`config.mk`:
```
export PLATFORM = sky130hd
export DESIGN_NAME = xbus_transfer_unit
export DESIGN_NICKNAME = d
export VERILOG_FILES = /design/src/rtl/xbus_pkg.sv /design/src/rtl/xbus_cell.sv /design/src/rtl/xbus_arbiter.sv /design/src/rtl/xbus_keeper.sv /design/src/rtl/xbus_transfer_unit.sv
export SDC_FILE = /design/constraint.sdc
export NUM_CORES = 1
export LEC_CHECK = 0
export BUFFER_PORTS_ARGS = -buffer_cell sky130_fd_sc_hd__buf_2
export CAP_MARGIN = 0
export CORE_ASPECT_RATIO = 0.5
export CORE_MARGIN = 4
export CORE_UTILIZATION = 54
export CTS_CLUSTER_SIZE = 25
export DETAILED_ROUTE_END_ITERATION = 10
export MAX_ROUTING_LAYER = met4
export PLACE_DENSITY = 0.84
export SETUP_SLACK_MARGIN = 0.4
export SYNTH_ARGS = -nofsm -noshare
export SYNTH_HDL_FRONTEND = slang
export SYNTH_SLANG_ARGS = --single-unit
```
`constraint.sdc`:
```
create_clock -name clk_i -period 3.75 [get_ports clk_i]
set_clock_uncertainty 0.2 [all_clocks]
set_input_delay 0.1875 -clock clk_i [delete_from_list [all_inputs] [get_ports clk_i]]
set_output_delay 0.1875 -clock clk_i [all_outputs]
set_load 0.05 [all_outputs]
```
`src/rtl/xbus_pkg.sv`:
```
package xbus_pkg;
    // Number of storage registers that sit on the shared path
    localparam int unsigned XB_NREG = 3;
    // Sources that may drive the path: every register plus the host port
    localparam int unsigned XB_NSRC = XB_NREG + 1;
    // Index of the host port within the priority order (lowest priority)
    localparam int unsigned XB_HOST = XB_NREG;
endpackage

```
`src/rtl/xbus_cell.sv`:
```
module xbus_cell #(
    parameter int unsigned DW = 8
) (
    input  logic          clk_i,
    input  logic          rst_i,
    input  logic          ld_i,
    input  logic [DW-1:0] bus_i,
    output logic [DW-1:0] val_o
);
    typedef struct packed {
        logic [DW-1:0] val;
    } cell_t;

    cell_t c_d, c_q;

    always_comb begin
        c_d = c_q;
        if (rst_i) begin
            c_d.val = '0;
        end else if (ld_i) begin
            c_d.val = bus_i;
        end
    end

    always_ff @(posedge clk_i) begin
        c_q <= c_d;
    end

    assign val_o = c_q.val;

    // a load takes the value of the path from the cycle before
    a_r2_load_captures: assert property (@(posedge clk_i) disable iff (rst_i)
        ld_i |=> val_o == $past(bus_i));
    // without a load the stored value does not move
    a_r3_hold_unloaded: assert property (@(posedge clk_i) disable iff (rst_i)
        !ld_i |=> $stable(val_o));
    // reset clears the register
    a_r4_reset_clears: assert property (@(posedge clk_i)
        rst_i |=> val_o == '0);
endmodule

```
`src/rtl/xbus_arbiter.sv`:
```
module xbus_arbiter #(
    parameter int unsigned NSRC = 4
) (
    input  logic [NSRC-1:0] req_i,
    output logic [NSRC-1:0] grant_o,
    output logic            clash_o
);
    typedef struct packed {
        logic [NSRC-1:0] grant;
        logic            seen;
        logic            clash;
    } arb_t;

    arb_t a_d;

    always_comb begin
        a_d = '0;
        for (int i = 0; i < int'(NSRC); i++) begin
            if (req_i[i]) begin
                if (a_d.seen) begin
                    a_d.clash = 1'b1;
                end else begin
                    a_d.grant[i] = 1'b1;
                    a_d.seen     = 1'b1;
                end
            end
        end
    end

    assign grant_o = a_d.grant;
    assign clash_o = a_d.clash;

    // at most one source is granted and a grant only goes to a requester
    always_comb begin
        a_r6_grant_onehot: assert ($onehot0(grant_o));
        a_r6_grant_requested: assert ((grant_o & ~req_i) == '0);
        // any request yields a grant, and no lower-index source was skipped
        a_r6_lowest_wins: assert ((req_i == '0) ||
            ((grant_o != '0) && (((grant_o - 1'b1) & req_i) == '0)));
        // a clash means the grant no longer covers every request
        a_r6_clash_leftover: assert (!clash_o || (grant_o != req_i));
    end
endmodule

```
`src/rtl/xbus_keeper.sv`:
```
module xbus_keeper #(
    parameter int unsigned DW = 8
) (
    input  logic          clk_i,
    input  logic          rst_i,
    input  logic          drv_i,
    input  logic [DW-1:0] bus_i,
    output logic [DW-1:0] hold_o
);
    typedef struct packed {
        logic [DW-1:0] hold;
    } keep_t;

    keep_t k_d, k_q;

    always_comb begin
        k_d = k_q;
        if (rst_i) begin
            k_d.hold = '0;
        end else if (drv_i) begin
            k_d.hold = bus_i;
        end
    end

    always_ff @(posedge clk_i) begin
        k_q <= k_d;
    end

    assign hold_o = k_q.hold;

    // a driven cycle leaves its value in the keeper
    a_r5_keeper_tracks: assert property (@(posedge clk_i) disable iff (rst_i)
        drv_i |=> hold_o == $past(bus_i));
    // an idle cycle leaves the keeper untouched
    a_r5_keeper_idle: assert property (@(posedge clk_i) disable iff (rst_i)
        !drv_i |=> $stable(hold_o));
    // reset clears the keeper
    a_r4_keeper_reset: assert property (@(posedge clk_i)
        rst_i |=> hold_o == '0);
endmodule

```
`src/rtl/xbus_transfer_unit.sv`:
```
module xbus_transfer_unit
    import xbus_pkg::*;
#(
    parameter int unsigned DW = 8
) (
    input  logic          clk_i,
    input  logic          rst_i,
    input  logic          drv_0_i,
    input  logic          drv_1_i,
    input  logic          drv_2_i,
    input  logic          host_en_i,
    input  logic [DW-1:0] host_data_i,
    input  logic          ld_0_i,
    input  logic          ld_1_i,
    input  logic          ld_2_i,
    output logic [DW-1:0] bus_o,
    output logic          clash_o,
    output logic [DW-1:0] obs0_o,
    output logic [DW-1:0] obs1_o,
    output logic [DW-1:0] obs2_o
);
    logic [XB_NSRC-1:0] req;
    logic [XB_NSRC-1:0] grant;
    logic [XB_NREG-1:0] ld;
    logic [DW-1:0]      src_val [XB_NSRC];
    logic [DW-1:0]      hold;
    logic               any_drv;
    logic [DW-1:0]      bus_d;

    assign req = {host_en_i, drv_2_i, drv_1_i, drv_0_i};
    assign ld  = {ld_2_i, ld_1_i, ld_0_i};

    xbus_arbiter #(.NSRC(XB_NSRC)) arb_i (
        .req_i   (req),
        .grant_o (grant),
        .clash_o (clash_o)
    );

    // Storage registers: state on the clock, drive chosen separately below
    for (genvar g = 0; g < XB_NREG; g++) begin : g_cell
        xbus_cell #(.DW(DW)) cell_i (
            .clk_i (clk_i),
            .rst_i (rst_i),
            .ld_i  (ld[g]),
            .bus_i (bus_o),
            .val_o (src_val[g])
        );
    end

    assign src_val[XB_HOST] = host_data_i;

    assign any_drv = |grant;

    xbus_keeper #(.DW(DW)) keep_i (
        .clk_i  (clk_i),
        .rst_i  (rst_i),
        .drv_i  (any_drv),
        .bus_i  (bus_o),
        .hold_o (hold)
    );

    // Path mux: the granted source wins, otherwise the keeper holds the path
    always_comb begin
        bus_d = hold;
        for (int i = 0; i < int'(XB_NSRC); i++) begin
            if (grant[i]) begin
                bus_d = src_val[i];
            end
        end
    end

    assign bus_o  = bus_d;
    assign obs0_o = src_val[0];
    assign obs1_o = src_val[1];
    assign obs2_o = src_val[2];

    // an idle path shows exactly what the keeper holds
    a_r5_idle_path: assert property (@(posedge clk_i) disable iff (rst_i)
        (req == '0) |-> bus_o == hold);
    // register 0 alone on the path puts its value there
    a_r1_reg0_drives: assert property (@(posedge clk_i) disable iff (rst_i)
        drv_0_i |-> bus_o == obs0_o);
    // register 0 driving and loading itself keeps its value
    a_r7_self_reload: assert property (@(posedge clk_i) disable iff (rst_i)
        (drv_0_i && ld_0_i) |=> $stable(obs0_o));
endmodule

```
==> results.md, run 1 <==
- CP Data Arrival Time: 2050 ps
- Crit share post-route: 64.9%
- Placed inst area: 1800 um2
- Final TNS setup: 0 ps
- Mapped Avg Cell Area: 8.62 um2
- Die ar.: 3900 um2
- CP peak stage delay: 800 ps
- Post-cts hold buffer count: 0
- Row Count: 13
- WHS: 133 ps
- Power Total: 718 uW
- Critical Path Sink Type: output pin
- Total track usage: 26.7%
- Final HPWL DP: 3360 um
- Reg2Reg Depth: 3
- Initial antenna violation count: 0
- Post-Syn Area: 1580 um2
- Vias: 1691
- Die width: 84.4 um
- Least-Margin Pin Slew: 838 ps
- Worst slew margin: 44.0%
- Hold Vio Cnt, Final: 0
- CP Launch Type: input pin
- DRC: 0
- Post-CTS sizing: 0
- Cells after synthesis: 183
- Post-CTS setup buffer count: 0
- Maximum clock frequency: 411 MHz
- 1st-iter DRT viols: 277
- Worst Path Buf+Inv: 2
- Total CTS buffers: 5
- Largest net degree at the start of global routing: 25
- Setup CP Type: input pin to output pin
- Critical-path cell list: buf_2 -> nor4b_2 -> a221oi_1 -> o21ai_0 -> buf_2
- RSZ-0062 raised after global routing: no
- Commonest cells after routing, fill and taps aside: buf_2 (49), nand2_1 (32), dfxtp_1 (32), o221ai_1 (29)
- Slowest cell on crit path: nor4b_2
- Crit path max fanout: 24
- Nets@finish: 240
- Peak VDD IR: 0.000278 V
- Clock transition at the registers of the reported paths: 70 ps
- Power per cell area: 378 nW/um2
- Minimum clock period: 2430 ps
- GPL Wtd Cong: 0.862
- Initial Utilization: 58.8%
- Clock Latency Late Sink: 280 ps
- Vias in the first global route: 1572
- Yosys reg bits: 32
- # diodes: 0
- Worst r2r src: g_cell[1].cell_i.val_o[3]
- First-pass GRT wire length: 7800 um
- Max-slew violations: 0
- Area Growth Syn to Fin: 20.2%
- Max-cap violations: 0
- Last element of the critical path: bus_o[2]
- CTS tree: yes
- Sequential area share after synthesis: 40.6%
- CTS Root Buffer Type: clkbuf_8
- Die Height: 46.2 um
- Leak Pwr: 0.804 nW
- Worst path most repeated cell: buf_2
- Share of layout cells above drive strength 1: 28.6%
- Critical Path Start: drv_0_i
- Worst r2r dst: g_cell[0].cell_i.val_o[3]
- Commonest non-fill, non-tap cell in the layout: buf_2
- I/O pins: 50
- Pre-CTS setup slack: 1400 ps
- Clock sink count: 32
- Area occupied by multi-input gates: 842 um2
- Post-route setup slack: 1320 ps
- Syn Nets: 200
- Remaining Overflow, GRT: 0
- Critical path depth in cells: 5
- Fillers: 216
- Fin area: 1900 um2
- Core area: 2680 um2
- Synth cell types: 24
- Yosys Warn Count: 0
- H-tree depth: 2
- Finish-stage setup viols: 0
- Worst Path Required: 3360 ps
- Drt pass-1 iters: 5
- Clock Path Buffers: 2
- R2r setup slk: 1960 ps
- CP delay by family, top: simple AND/OR/NAND/NOR gates
- Register area: 641 um2
- Hold WC Path Type: input pin to flop
- Port Buffers: 49
- Wire per inst: 18.2 um
- Wirelength, routed: 4760 um
- Vias/cell: 6.48
- Routed Antenna Nets: 0
- Status: complete, no violations
## per-layer routing
| layer | global-route usage [%] | wire length, um | share of wire, % | up-vias |
|---|---|---|---|---|
| met2 | 41.2 | 2170 | 46 | 115 |
| li1 | - | - | - | 778 |
| met5 | - | 0 | 0 | - |
| met3 | 6.43 | 511 | 11 | 7 |
| met1 | 35.9 | 2040 | 43 | 791 |
| met4 | 6.31 | 30 | 0.63 | 0 |
## logic make-up (layout without fill, tap and decap cells)
family	after synthesis	after routing	share of synthesized area, %
adder cells (fa/ha/maj)	1	1	0.634
AO/OA/AOI/OAI	58	58	28.2
flip-flops	32	32	40.6
buffers and inverters	24	65	6.03
AND/OR/NAND/NOR	68	68	24.6
## metrics by stage
| stage | std cells | util (%) |
|---|---|---|
| after floorplan | 183 | - |
| after detailed placement | 253 | 67.2 |
| final | 261 | 70.7 |
| after global routing | 261 | 70.7 |
| after CTS | 261 | 70.7 |
| after global placement | 253 | 67.2 |
## power by group
part | total [mW] | leakage [nW] | internal, mW | switching [mW]
clock | 0.276 | 0.0510 | 0.146 | 0.130
combinational | 0.0927 | 0.495 | 0.0233 | 0.0694
sequential | 0.349 | 0.258 | 0.345 | 0.00380
## sequential cells by signal, summed over array words and instances, names as in the netlist
register and cells:
keep_i.hold_o 8, g_cell.cell_i.val_o 24
## synthesized netlist by cell type
cell type	number	share of area [%]
dfxtp_1	32	41
nand2_1	32	7.6
o221ai_1	29	16
a221oi_1	8	4.4
and3b_1	8	4.4
inv_1	8	1.9
nor3b_1	8	3.8
o21ai_0	8	2.5
a21oi_1	7	2.2
buf_1	6	1.4
clkbuf_1	6	1.4
nor2_1	6	1.4
nand2b_1	4	1.6
buf_2	3	0.95
o211ai_1	3	1.4
o21bai_1	3	1.4
or4b_2	3	1.9
nor4b_2	2	1.9
or2_2	2	0.79
and2_1	1	0.40
clkbuf_2	1	0.32
maj3_1	1	0.63
nor3_1	1	0.32
nor4_1	1	0.40
## worst min-delay path by stage
| stage | from | to | slack (ps) | depth (start not counted) |
|---|---|---|---|---|
| global route | host_data_i[7] | g_cell[2].cell_i.val_o[7] | 160 | 3 |
| floorplan | keep_i.hold_o[0] | keep_i.hold_o[0] | 270 | 2 |
| CTS | host_data_i[7] | g_cell[1].cell_i.val_o[7] | 140 | 3 |
| finish | host_data_i[7] | g_cell[1].cell_i.val_o[7] | 130 | 3 |
| detailed placement | g_cell[1].cell_i.val_o[4] | g_cell[1].cell_i.val_o[4] | 270 | 2 |
| global placement | g_cell[1].cell_i.val_o[6] | g_cell[1].cell_i.val_o[6] | 270 | 2 |
## final cells by class
type,instances,share of cell area (%)
Timing Repair Buffer,49,12.9
Sequential cell,32,33.8
Clock buffer,6,4.35
Tap cell,37,2.44
Clock inverter,2,0.528
Multi-Input combinational cell,127,44.4
Inverter,8,1.58
## worst reg2reg max path, cell delays in order, from the launching register on
cell and delay, ps:
dfxtp_1 320, and3b_1 190, a221oi_1 660, o221ai_1 270
Note: power is estimated with default switching activity, not from simulation.
==> run 2, diff against run 1 <==
- CORE_UTILIZATION: 54 -> 45
- PLACE_DENSITY: 0.84 -> 0.75
- clock period: 3.75 -> 2.2 ns (I/O delays scaled with it)
==> results.md, run 2 (synthesis results as in run 1) <==
- Max reg flops: 24
- Final TNS setup: 0 ps
- Finish-stage setup viols: 0
- Drt pass-1 iters: 5
- CTS tree: yes
- Wire per inst: 18.4 um
- Power per cell area: 573 nW/um2
- Worst hold start: ld_2_i
- 1st-iter DRT viols: 154
- Die ar.: 4580 um2
- CP Launch Type: flop
- Initial antenna violation count: 0
- Crit share post-route: 81.6%
- Minimum clock period: 1800 ps
- Leak Pwr: 0.929 nW
- Largest net degree at the start of global routing: 22
- Die width: 91.7 um
- Worst r2r src: g_cell[1].cell_i.val_o[0]
- Crit path max fanout: 4
- Total CTS buffers: 5
- Worst slew margin: 55.6%
- Setup CP Type: flop to output pin
- Least-Margin Pin Slew: 664 ps
- Max-slew violations: 0
- CTS Root Buffer Type: clkbuf_8
- GPL Wtd Cong: 0.848
- Hold Vio Cnt, Final: 0
- Power Total: 1.25 mW
- Vias in the first global route: 1608
- Final HPWL DP: 3700 um
- Commonest cells after routing, fill and taps aside: buf_2 (43), nand2_1 (32), dfxtp_1 (32), o221ai_1 (29), buf_4 (23)
- Worst Path Required: 1890 ps
- Vias: 1750
- Nets@finish: 261
- RSZ-0062 raised after global routing: yes
- I/O pins: 50
- WHS: 102 ps
- Clock Latency Late Sink: 280 ps
- Peak VDD IR: 0.000390 V
- Die Height: 49.9 um
- Critical Path Start: g_cell[1].cell_i.val_o[0]
- Hold WC Path Type: input pin to flop
- Maximum clock frequency: 557 MHz
- Clock transition at the registers of the reported paths: 60 ps
- Total track usage: 24.6%
- Core area: 3170 um2
- Area Growth Syn to Fin: 38.6%
- Max-cap violations: 0
- Remaining Overflow, GRT: 0
- CP Data Arrival Time: 1490 ps
- Wirelength, routed: 5380 um
- Routed Antenna Nets: 0
- Post-layout util: 69.0%
- Clock sink count: 32
- Critical Path Sink Type: output pin
- First-pass GRT wire length: 8430 um
- # diodes: 0
- H-tree depth: 2
- DRC: 0
- Initial Utilization: 49.8%
- Row Count: 14
- Share of layout cells above drive strength 1: 40.0%
- Vias/cell: 5.97
- Commonest non-fill, non-tap cell in the layout: buf_2
- Clock Path Buffers: 2
- Status: complete, no violations
- Port Buffers: 49
-- run 2: cell count changes in the layout (fill, tap and decap cells not counted), sizes merged --
| cell | change |
|---|---|
| clkinv | -2 |
| buf | +17 |
| clkbuf | +5 |
| dlygate4sd3 | +1 |
-- run 2: metal layers --
metal  track usage (%)  part of all wire [%]  vias to the layer above
li1                  -                     -                      823
met1              35.0                    47                      824
met2              34.7                    43                       88
met3              5.32                   7.8                       15
met4              7.64                   1.8                        0
met5                 -                     0                        -
-- run 2: what timing repair did --
action                     in CTS  in global routing
pin swaps                       1                  0
setup buffers                   2                  7
resized for setup               4                 15
hold endpoints to repair        1                  0
setup endpoints to repair       8                  8
cloned                          0                  0
hold buffers                    1                  0
-- run 2: worst paths after layout --
check                                                 end  slack, ps  cells after the start
worst min register to register  g_cell[0].cell_i.val_o[0]        300                      2
worst max-delay path                             bus_o[0]        400                      5
worst max register to register  g_cell[2].cell_i.val_o[0]        600                      6
worst min-delay path            g_cell[2].cell_i.val_o[7]        100                      4
-- run 2: area by class of cell --
class | instances | area, um2
clock buffers | 8 | 90.1
fillers | 259 | 983
inverters | 8 | 30.0
multi-input cells | 127 | 946
flip-flops and latches | 32 | 641
well taps | 48 | 60.1
repair buffers | 70 | 420
-- run 2: power breakdown --
part | total, mW | switching, mW | internal, mW
clock network | 0.464 | 0.209 | 0.255
logic | 0.194 | 0.134 | 0.0596
registers | 0.596 | 0.00752 | 0.589
-- run 2: critical path, stage by stage (launching register included) --
cell and delay (ps):
dfxtp_1 330, and3b_1 180, a221oi_1 250, buf_4 200, o21ai_2 50, buf_4 190
-- run 2: stage by stage --
stage	setup slack (ps)	instances	instance area, um2
4_1_cts	396	286	2070
6_report	405	293	2190
5_1_grt	351	293	2190
2_1_floorplan	405	183	1610
3_3_place_gp	179	275	1930
3_5_place_dp	148	275	1930
